**src/rtl/sio_cfg_pkg.sv**
```systemverilog
package sio_cfg_pkg;

  localparam int unsigned BYTE_W = 8;
  localparam int unsigned IOA_W  = 16;

  // key bytes seen at the index port
  localparam logic [BYTE_W-1:0] KEY_OPEN  = 8'h87;
  localparam logic [BYTE_W-1:0] KEY_CLOSE = 8'hAA;

  // port locations selected by the strap
  localparam logic [IOA_W-1:0] PORT_LOW  = 16'h002E;
  localparam logic [IOA_W-1:0] PORT_HIGH = 16'h004E;

  // register indices
  localparam logic [BYTE_W-1:0] IX_DEVNUM  = 8'h07;
  localparam logic [BYTE_W-1:0] IX_CHIP_HI = 8'h20;
  localparam logic [BYTE_W-1:0] IX_CHIP_LO = 8'h21;
  localparam logic [BYTE_W-1:0] IX_REV     = 8'h22;
  localparam logic [BYTE_W-1:0] IX_MAKER_HI = 8'h23;
  localparam logic [BYTE_W-1:0] IX_MAKER_LO = 8'h24;
  localparam logic [BYTE_W-1:0] IX_BANK_LO = 8'h30;
  localparam logic [BYTE_W-1:0] IX_ACT     = 8'h30;
  localparam logic [BYTE_W-1:0] IX_IOB_HI  = 8'h60;
  localparam logic [BYTE_W-1:0] IX_IOB_LO  = 8'h61;

  localparam logic [BYTE_W-1:0] FLOAT_BYTE = 8'hFF;

  typedef enum logic [1:0] {
    KS_CLOSED = 2'd0,
    KS_HALF   = 2'd1,
    KS_OPEN   = 2'd2
  } key_state_e;

  typedef struct packed {
    logic              wr;
    logic [BYTE_W-1:0] idx;
    logic [BYTE_W-1:0] data;
  } cfg_wr_t;

  function automatic logic [IOA_W-1:0] port_base(input logic strap);
    return strap ? PORT_HIGH : PORT_LOW;
  endfunction

endpackage

```
**src/rtl/sio_key_fsm.sv**
```systemverilog
module sio_key_fsm
  import sio_cfg_pkg::*;
(
  input  logic              clk,
  input  logic              rst_n,
  input  logic              ixp_wr_i,
  input  logic [BYTE_W-1:0] wdata_i,
  output logic              open_o,
  output logic [BYTE_W-1:0] index_o
);

  key_state_e        st_q, st_d;
  logic [BYTE_W-1:0] index_q, index_d;
  logic              index_en;

  always_comb begin
    st_d = st_q;
    unique case (st_q)
      KS_CLOSED: if (ixp_wr_i && (wdata_i == KEY_OPEN)) st_d = KS_HALF;
      KS_HALF:   if (ixp_wr_i) st_d = (wdata_i == KEY_OPEN) ? KS_OPEN : KS_CLOSED;
      KS_OPEN:   if (ixp_wr_i && (wdata_i == KEY_CLOSE)) st_d = KS_CLOSED;
      default:   st_d = KS_CLOSED;
    endcase
  end

  always_comb begin
    index_en = (st_q == KS_OPEN) && ixp_wr_i && (wdata_i != KEY_CLOSE);
    index_d  = wdata_i;
  end

  always_ff @(posedge clk or negedge rst_n) begin
    if (!rst_n) begin
      st_q <= KS_CLOSED;
    end else begin
      st_q <= st_d;
    end
  end

  always_ff @(posedge clk or negedge rst_n) begin
    if (!rst_n) begin
      index_q <= '0;
    end else if (index_en) begin
      index_q <= index_d;
    end
  end

  assign open_o  = (st_q == KS_OPEN);
  assign index_o = index_q;

endmodule

```
**src/rtl/sio_global_regs.sv**
```systemverilog
module sio_global_regs
  import sio_cfg_pkg::*;
#(
  parameter logic [15:0] CHIP_ID  = 16'h5A31,
  parameter logic [7:0]  CHIP_REV = 8'h07,
  parameter logic [15:0] MAKER_ID = 16'hC3D1
) (
  input  logic              clk,
  input  logic              rst_n,
  input  cfg_wr_t           wr_i,
  input  logic [BYTE_W-1:0] rd_idx_i,
  output logic [BYTE_W-1:0] devnum_o,
  output logic [BYTE_W-1:0] rdata_o
);

  logic [BYTE_W-1:0] devnum_q, devnum_d;
  logic              devnum_en;

  always_comb begin
    devnum_en = wr_i.wr && (wr_i.idx == IX_DEVNUM);
    devnum_d  = wr_i.data;
  end

  always_ff @(posedge clk or negedge rst_n) begin
    if (!rst_n) begin
      devnum_q <= '0;
    end else if (devnum_en) begin
      devnum_q <= devnum_d;
    end
  end

  always_comb begin
    unique case (rd_idx_i)
      IX_DEVNUM:   rdata_o = devnum_q;
      IX_CHIP_HI:  rdata_o = CHIP_ID[15:8];
      IX_CHIP_LO:  rdata_o = CHIP_ID[7:0];
      IX_REV:      rdata_o = CHIP_REV;
      IX_MAKER_HI: rdata_o = MAKER_ID[15:8];
      IX_MAKER_LO: rdata_o = MAKER_ID[7:0];
      default:     rdata_o = '0;
    endcase
  end

  assign devnum_o = devnum_q;

endmodule

```
**src/rtl/sio_ldev_bank.sv**
```systemverilog
module sio_ldev_bank
  import sio_cfg_pkg::*;
(
  input  logic              clk,
  input  logic              rst_n,
  input  logic              sel_i,
  input  cfg_wr_t           wr_i,
  input  logic [BYTE_W-1:0] rd_idx_i,
  output logic              act_o,
  output logic [IOA_W-1:0]  iob_o,
  output logic [BYTE_W-1:0] rdata_o
);

  logic              act_q, act_d, act_en;
  logic [BYTE_W-1:0] iob_hi_q, iob_lo_q;
  logic              hi_en, lo_en;
  logic              bank_wr;

  always_comb begin
    bank_wr = wr_i.wr && sel_i;
    act_en  = bank_wr && (wr_i.idx == IX_ACT);
    hi_en   = bank_wr && (wr_i.idx == IX_IOB_HI);
    lo_en   = bank_wr && (wr_i.idx == IX_IOB_LO);
    act_d   = wr_i.data[0];
  end

  always_ff @(posedge clk or negedge rst_n) begin
    if (!rst_n) begin
      act_q <= 1'b0;
    end else if (act_en) begin
      act_q <= act_d;
    end
  end

  always_ff @(posedge clk or negedge rst_n) begin
    if (!rst_n) begin
      iob_hi_q <= '0;
    end else if (hi_en) begin
      iob_hi_q <= wr_i.data;
    end
  end

  always_ff @(posedge clk or negedge rst_n) begin
    if (!rst_n) begin
      iob_lo_q <= '0;
    end else if (lo_en) begin
      iob_lo_q <= wr_i.data;
    end
  end

  always_comb begin
    unique case (rd_idx_i)
      IX_ACT:    rdata_o = {7'b0, act_q};
      IX_IOB_HI: rdata_o = iob_hi_q;
      IX_IOB_LO: rdata_o = iob_lo_q;
      default:   rdata_o = '0;
    endcase
  end

  assign act_o = act_q;
  assign iob_o = {iob_hi_q, iob_lo_q};

endmodule

```
**src/rtl/sio_cfg_port.sv**
```systemverilog
module sio_cfg_port
  import sio_cfg_pkg::*;
#(
  parameter int unsigned NUM_DEV  = 8,
  parameter logic [15:0] CHIP_ID  = 16'h5A31,
  parameter logic [7:0]  CHIP_REV = 8'h07,
  parameter logic [15:0] MAKER_ID = 16'hC3D1
) (
  input  logic                     clk,
  input  logic                     rst_n,
  input  logic                     cfg_base_sel,
  input  logic [15:0]              io_addr,
  input  logic                     io_wr,
  input  logic                     io_rd,
  input  logic [7:0]               io_wdata,
  output logic [7:0]               io_rdata,
  output logic [NUM_DEV-1:0]       dev_enable,
  output logic [NUM_DEV*16-1:0]    dev_base
);

  localparam int unsigned BASE_ALL_W = NUM_DEV * IOA_W;

  // reset: asserted at once, released on the clock
  logic [1:0] rst_pipe_q;
  logic       rst_int_n;

  always_ff @(posedge clk or negedge rst_n) begin
    if (!rst_n) begin
      rst_pipe_q <= 2'b00;
    end else begin
      rst_pipe_q <= {rst_pipe_q[0], 1'b1};
    end
  end
  assign rst_int_n = rst_pipe_q[1];

  // port decode
  logic [IOA_W-1:0] ixp_addr, dtp_addr;
  logic             hit_ixp, hit_dtp;
  logic             ixp_wr, dtp_wr;
  logic             cfg_open;
  logic [BYTE_W-1:0] cur_index;

  always_comb begin
    ixp_addr = port_base(cfg_base_sel);
    dtp_addr = ixp_addr + 16'd1;
    hit_ixp  = (io_addr == ixp_addr);
    hit_dtp  = (io_addr == dtp_addr);
    ixp_wr   = io_wr && hit_ixp;
    dtp_wr   = io_wr && hit_dtp && cfg_open;
  end

  sio_key_fsm key_i (
    .clk      (clk),
    .rst_n    (rst_int_n),
    .ixp_wr_i (ixp_wr),
    .wdata_i  (io_wdata),
    .open_o   (cfg_open),
    .index_o  (cur_index)
  );

  // write routing
  cfg_wr_t glob_wr, bank_wr;
  logic    idx_is_bank;

  always_comb begin
    idx_is_bank  = (cur_index >= IX_BANK_LO);
    glob_wr.wr   = dtp_wr && !idx_is_bank;
    glob_wr.idx  = cur_index;
    glob_wr.data = io_wdata;
    bank_wr.wr   = dtp_wr && idx_is_bank;
    bank_wr.idx  = cur_index;
    bank_wr.data = io_wdata;
  end

  logic [BYTE_W-1:0] devnum;
  logic [BYTE_W-1:0] glob_rdata;

  sio_global_regs #(
    .CHIP_ID  (CHIP_ID),
    .CHIP_REV (CHIP_REV),
    .MAKER_ID (MAKER_ID)
  ) glob_i (
    .clk      (clk),
    .rst_n    (rst_int_n),
    .wr_i     (glob_wr),
    .rd_idx_i (cur_index),
    .devnum_o (devnum),
    .rdata_o  (glob_rdata)
  );

  // one bank per logical device
  logic [NUM_DEV-1:0]    bank_sel;
  logic [BYTE_W-1:0]     bank_rd [NUM_DEV];
  logic [BASE_ALL_W-1:0] base_all;

  for (genvar g = 0; g < NUM_DEV; g++) begin : g_bank
    assign bank_sel[g] = (devnum == BYTE_W'(g));

    sio_ldev_bank bank_i (
      .clk      (clk),
      .rst_n    (rst_int_n),
      .sel_i    (bank_sel[g]),
      .wr_i     (bank_wr),
      .rd_idx_i (cur_index),
      .act_o    (dev_enable[g]),
      .iob_o    (base_all[g*IOA_W +: IOA_W]),
      .rdata_o  (bank_rd[g])
    );
  end

  assign dev_base = base_all;

  // read mux
  logic [BYTE_W-1:0] bank_rdata;

  always_comb begin
    bank_rdata = '0;
    for (int i = 0; i < NUM_DEV; i++) begin
      if (bank_sel[i]) bank_rdata = bank_rdata | bank_rd[i];
    end
  end

  always_comb begin
    if (!cfg_open || !(hit_ixp || hit_dtp)) begin
      io_rdata = FLOAT_BYTE;
    end else if (hit_ixp) begin
      io_rdata = cur_index;
    end else if (idx_is_bank) begin
      io_rdata = bank_rdata;
    end else begin
      io_rdata = glob_rdata;
    end
  end

  // io_rd only qualifies the access on the bus; reads have no side effect
  logic unused_rd;
  assign unused_rd = io_rd;

endmodule

```
**config.mk**
```make
export PLATFORM = sky130hd
export DESIGN_NAME = sio_cfg_port
export DESIGN_NICKNAME = d
export VERILOG_FILES = /design/src/rtl/sio_cfg_pkg.sv /design/src/rtl/sio_key_fsm.sv /design/src/rtl/sio_global_regs.sv /design/src/rtl/sio_ldev_bank.sv /design/src/rtl/sio_cfg_port.sv
export SDC_FILE = /design/constraint.sdc
export NUM_CORES = 1
export LEC_CHECK = 0
export BUFFER_PORTS_ARGS = -buffer_cell sky130_fd_sc_hd__buf_2
export CORE_MARGIN = 10
export CORE_UTILIZATION = 40
export DETAILED_ROUTE_END_ITERATION = 10
export SETUP_SLACK_MARGIN = 0.5
export SLEW_MARGIN = 20
export SYNTH_ARGS = -nofsm -noshare
export SYNTH_HDL_FRONTEND = slang
export SYNTH_HIERARCHICAL = 1
export SYNTH_SLANG_ARGS = --single-unit
```
**constraint.sdc**
```tcl
create_clock -name clk -period 4.4 [get_ports clk]
set_input_delay 0.44 -clock clk [delete_from_list [all_inputs] [get_ports clk]]
set_output_delay 0.44 -clock clk [all_outputs]
set_load 0.01 [all_outputs]
```
==> metrics, run 1 <==
outcome completed; detailed-route vias per instance 5.72; via count 7130; Core ar. 0.0226 mm2; Nets 977; Avg Cell Area, Syn 11.9 um2; worst skew pair latency roughly 0.43 ns; first-pass GRT wire length between 40 and 50 mm; Setup TNS 0 ns; share of post-route cells with drive strength above 1 42.5%; Hold Fails Final Rpt 0; max-cap viol count 0; CTS clk-pin slew, worst paths 0.07 ns; Syn Std Cell Area ~0.009 mm2; Iteration-0 DRC Markers 469; FFs w/ async S/R, synth 100%; Max clock buf depth 2; Port Buf Inserts 171; largest net degree at the start of global routing 87; Least-Margin Pin Slew 0.731 ns; Final period util 84.0%; leakage 0.00526 uW; Site Rows 55; residual DRC count 0; most common cell after layout, fill and taps aside buf_2; CTS tree built; Primary FF master, synth dfrtp_1; Die Area 0.0293 mm2; syn_nets 795; post-synthesis cell type count 57; worst-case vdd ir drop 0.252 mV; P&R area growth vs syn 19.8%; Reg2Reg Launch Point key_i/index_o[6]; Critical Path AT 3.25 ns; CTS H-tree depth 4; Total Wirelength 29.5 mm; DR pass1 iterations 5; Final min period 3.69 ns; EDFF count, synth 0; initial antenna violation count 0; wire length per cell about 24 um; Clock Sinks 156; Pins Over Slew Limit 0; vias in the first global route 7216; num ports 173; sequential area share after synthesis 42.7%; dpl hpwl around 20 mm; Worst Hold Class in2async; Synth Register Bits around 160; Mapped Cells 766; Fin Clk Skew between 0.007 and 0.008 ns; crit path kind reg2out; die height 171 um; slew margin rel. roughly half; Syn. warnings 6; CTS root buffer clkbuf_16; final setup fails 0; initial core utilization 40.5%; Antenna Diode Count 0; total congestion overflow 0; routability congestion estimate from global placement 0.900; cell area power density 274 mW/mm2; Crit Path Max Fanout 30; Crit. End Element output pin; final cell count without fillers between 1000 and 1500; Routed Antenna Nets 0; placed cells approximately 1200; Worst setup startpoint key_i/index_o[6]; GRT Overall Usage between 15 and 20%; Setup crit start kind flop; RSZ-0062 raised after global routing no; Max Freq 271 MHz; commonest non-fill, non-tap cells in the layout buf_2 (171), dfrtp_1 (148), mux2_2 (93); CP required about 4.0 ns; Inserted Clock Buffers 17; die width 171 um
-- synth_stat cells (8+ instances only) --
cell        n  share of area [%]
nand3_1    14               0.77
a22oi_1     8               0.66
nor2_1     77                3.2
mux2_2     93                 11
inv_1      17               0.70
o211a_1     8               0.88
nand3b_1   21                1.7
or4b_1      8               0.88
nor4_4      8                1.9
and3_1     12               0.82
nor2b_1    13               0.89
mux2_4     64                 11
mux2i_1    72                7.9
or4_1      17                1.4
buf_6      10                1.2
nand2_1    19               0.78
clkbuf_1   12               0.49
o21ai_0    10               0.55
nand4b_1   12                1.2
nor3b_1     9               0.74
a21oi_1    15               0.82
nor4b_1    10               0.96
nor3_1     13               0.71
dfrtp_1   156                 43
-- kinds of logic after synthesis --
logic type,after synthesis,share of synthesized area [%]
other,1,0.0411
AOI/OAI and AO/OA,78,6.41
DFF,156,42.7
and+or+nand+nor,256,18.1
buffers and inverters,46,2.84
muxes,229,29.9
-- what timing repair did --
item                                    CTS  global route
setup buffers                             0             1
endpoints found under the setup margin    0             8
hold buffers                              1             0
resized for setup                         0             8
hold endpoints to repair                  2             0
-- sequential cells by signal, indices dropped and copies added (netlist names) --
register and count:
g_bank.bank_i/act_o 8, g_bank.bank_i/iob_hi_q 64, rst_pipe_q 2, key_i/st_q 2, g_bank.bank_i/iob_lo_q 64, glob_i/devnum_o 8
key_i/index_o 8
-- final cells by class --
type,instances,area [um2]
repair buffers,192,1040
clock buffers,19,453
well taps,285,357
clock inverters,13,133
flip-flops and latches,156,3920
inverters,17,63.8
fillers,2153,11600
multi-input cells,564,4970
-- path summary, 6_finish.rpt --
path / to / slack, ns / depth (start not counted)
setup reg to reg: glob_i/devnum_o[2] / 1.20 / 6
hold / removal: rst_pipe_q[1] / 0.32 / 2
setup / recovery: io_rdata[2] / 0.71 / 9
min in group clk: rst_pipe_q[1] / 0.35 / 0
max in group asynchronous: g_bank[7].bank_i/iob_hi_q[7] / 3.09 / 1
hold reg to reg: rst_pipe_q[1] / 0.35 / 0
-- metrics by stage --
step	instance area, um2	hold WS, ns	setup slack, ns	util, %	power, uW
after global routing	10900	0.318	0.554	48.5	3100
after global placement	10300	0.227	0.968	45.7	1550
final	10900	0.315	0.706	48.5	3000
after floorplan	9130	0.144	0.846	-	1490
after CTS	10900	0.303	0.505	48.3	3030
after detailed placement	10300	0.232	0.961	45.7	1550
-- where the power goes --
part	switching [uW]	leakage (uW)	internal, uW
sequential	9.78	0.00216	1430
combinational	60.8	0.00283	17.1
clock	653	0.000275	822
-- critical path, cell delays in order, from the launching register on --
cell and delay [ns]:
dfrtp_2 0.64, nor2b_1 0.24, nand3_1 0.24, nor2_1 0.09
mux2i_1 0.25, o32ai_1 0.14, o31ai_1 0.46, o311ai_0 0.25
a311o_1 0.37, buf_2 0.15
-- per-layer routing --
| layer | vias up | track usage (%) | wire [um] |
|---|---|---|---|
| li1 | 3256 | - | - |
| met1 | 3637 | 26.8 | 13300 |
| met2 | 221 | 31.4 | 13700 |
| met3 | 16 | 5.00 | 2210 |
| met4 | 0 | 4.57 | 308 |
| met5 | - | 0 | 0 |
(Power assumes the default switching activity.)
==> run 2: changes to the inputs <==
==> constraint.sdc (replaced) <==
create_clock -name clk -period 3.8 [get_ports clk]
set_input_delay 0.38 -clock clk [delete_from_list [all_inputs] [get_ports clk]]
set_output_delay 0.38 -clock clk [all_outputs]
set_load 0.01 [all_outputs]
==> run 2 against run 1 <==
Against the previous run: critical path depth increased by 1; design area grew 5.3%; sequential power increased by 16%; clock power grew 24%; critical path type unchanged.
==> metrics, run 2 (same netlist as run 1, synthesis figures left out) <==
residual DRC count 0; Pins Over Slew Limit 0; Crit. End Element output pin; num ports 173; P_sw 794 uW; cell area power density roughly 310 mW/mm2; die height 171 um; max-cap viol count 0; Fin Clk Skew 0.00897 ns; Final period util 85.3%; initial antenna violation count 0; outcome completed; RSZ-0062 raised after global routing yes; final setup fails 0; crit path kind reg2out; DR pass1 iterations 5; largest net degree at the start of global routing 96; worst-case vdd ir drop roughly 0.26 mV; CP required between 3 and 4 ns; Die Area 0.0293 mm2; internal cell power 2810 uW; CTS root buffer clkbuf_16; Post-Route Utilization 51.0%; Clock Sinks 156; Setup TNS 0 ns; FILL cells 2076; total congestion overflow 0; slew margin rel. ~56%; Crit Path Max Fanout 6; Antenna Diode Count 0; initial core utilization 40.5%; Least-Margin Pin Slew 0.660 ns; P&R area growth vs syn 26.2%; Max clock buf depth 2; Nets 1022; wire length per cell about 24 um; Seq pwr share 46.3%; Final min period 3.24 ns; GRT Overall Usage 20.6%; most common cell after layout, fill and taps aside buf_2; Max Freq 309 MHz; Inserted Clock Buffers 17; Port Buf Inserts ~170; Site Rows 55; Comb power frac 2.8%; CTS tree built; die width ~170 um; vias in the first global route 7474; commonest non-fill, non-tap cells in the layout buf_2 (172), dfrtp_1 (148), mux2_2 (92); CTS clk-pin slew, worst paths about 0.06 ns; Total Wirelength about 31 mm; worst skew pair latency 0.43 ns; total design power approximately 3600 uW; first-pass GRT wire length ~46 mm; dpl hpwl 21.0 mm; Hold Fails Final Rpt 0; FF/Latch Area between 0.003 and 0.004 mm2; Iteration-0 DRC Markers 563; Worst Hold Class reg2async; via count between 7000 and 8000; share of post-route cells with drive strength above 1 47.3%; Setup crit start kind flop; Core ar. 0.0226 mm2; Critical Path AT ~2.9 ns; multi-input logic area 0.00510 mm2; leakage 0.00558 uW; Routed Antenna Nets 0; biggest regs g_bank.bank_i/iob_hi_q (64), g_bank.bank_i/iob_lo_q (64); power share of the clock group 50.9%; detailed-route vias per instance around 5.7; sw frac 22.0%; CTS H-tree depth 4; routability congestion estimate from global placement 0.931
-- run 2: timing repair --
item,4_1_cts,5_1_grt
hold buffers,1,0
endpoints found under the setup margin,8,16
resized for setup,16,21
endpoints found under the hold margin,2,0
setup buffers,14,15
pin swaps,2,6
-- run 2: final cells by class --
| cell class | instances | area share, % |
|---|---|---|
| multi-input cells | 564 | 44.3 |
| clock inverters | 9 | 1.16 |
| clock buffers | 23 | 4.32 |
| repair buffers | 237 | 12.5 |
| flip-flops and latches | 156 | 34.1 |
| well taps | 285 | 3.10 |
| inverters | 17 | 0.554 |
-- run 2: power by group through the flow --
stage	registers (uW)	logic, uW	clock network [uW]
2_1_floorplan	1720	10.4	0
3_3_place_gp	1700	100	0
3_5_place_dp	1700	101	0
4_1_cts	1670	102	1850
5_1_grt	1670	110	1950
6_report	1670	101	1830
-- run 2: worst paths after layout --
check,start,end,slack (ns),cells past startpoint
setup reg to reg,key_i/index_o[7],g_bank[1].bank_i/iob_lo_q[1],0.63,9
setup / recovery,key_i/index_o[5],io_rdata[2],0.56,10
hold / removal,rst_pipe_q[1],g_bank[1].bank_i/iob_hi_q[2],0.25,0
min in group clk,rst_pipe_q[0],rst_pipe_q[1],0.35,0
hold reg to reg,rst_pipe_q[1],g_bank[1].bank_i/iob_hi_q[2],0.25,0
max in group asynchronous,rst_pipe_q[1],g_bank[7].bank_i/iob_hi_q[3],2.68,1
-- run 2: per-stage QoR --
step           instances  cell area, um2  setup WS (ns)  hold slack, ns
4_1_cts             1276           11300          0.540           0.258
2_1_floorplan        766            9140          0.745          0.0844
3_3_place_gp        1229           10500          0.421           0.167
6_report            1291           11500          0.559           0.252
3_5_place_dp        1229           10500          0.461           0.171
5_1_grt             1291           11500          0.466           0.254
-- run 2: worst max-delay path, cell delays in order (launching register included) --
cell      delay, ns
dfrtp_4        0.51
buf_4          0.17
nor3b_2        0.16
nand3_1        0.13
nor2_1         0.07
mux2i_1        0.28
o32ai_2        0.14
o31ai_2        0.30
o311ai_1       0.18
a311o_1        0.34
buf_2          0.15
-- run 2: layer usage --
metal	vias up	share of wire (%)	global-route usage, %
met2	264	46	32.2
met4	0	1.4	5.03
met1	3711	45	27.4
met5	-	0	0
met3	32	7.7	6.13
li1	3333	-	-
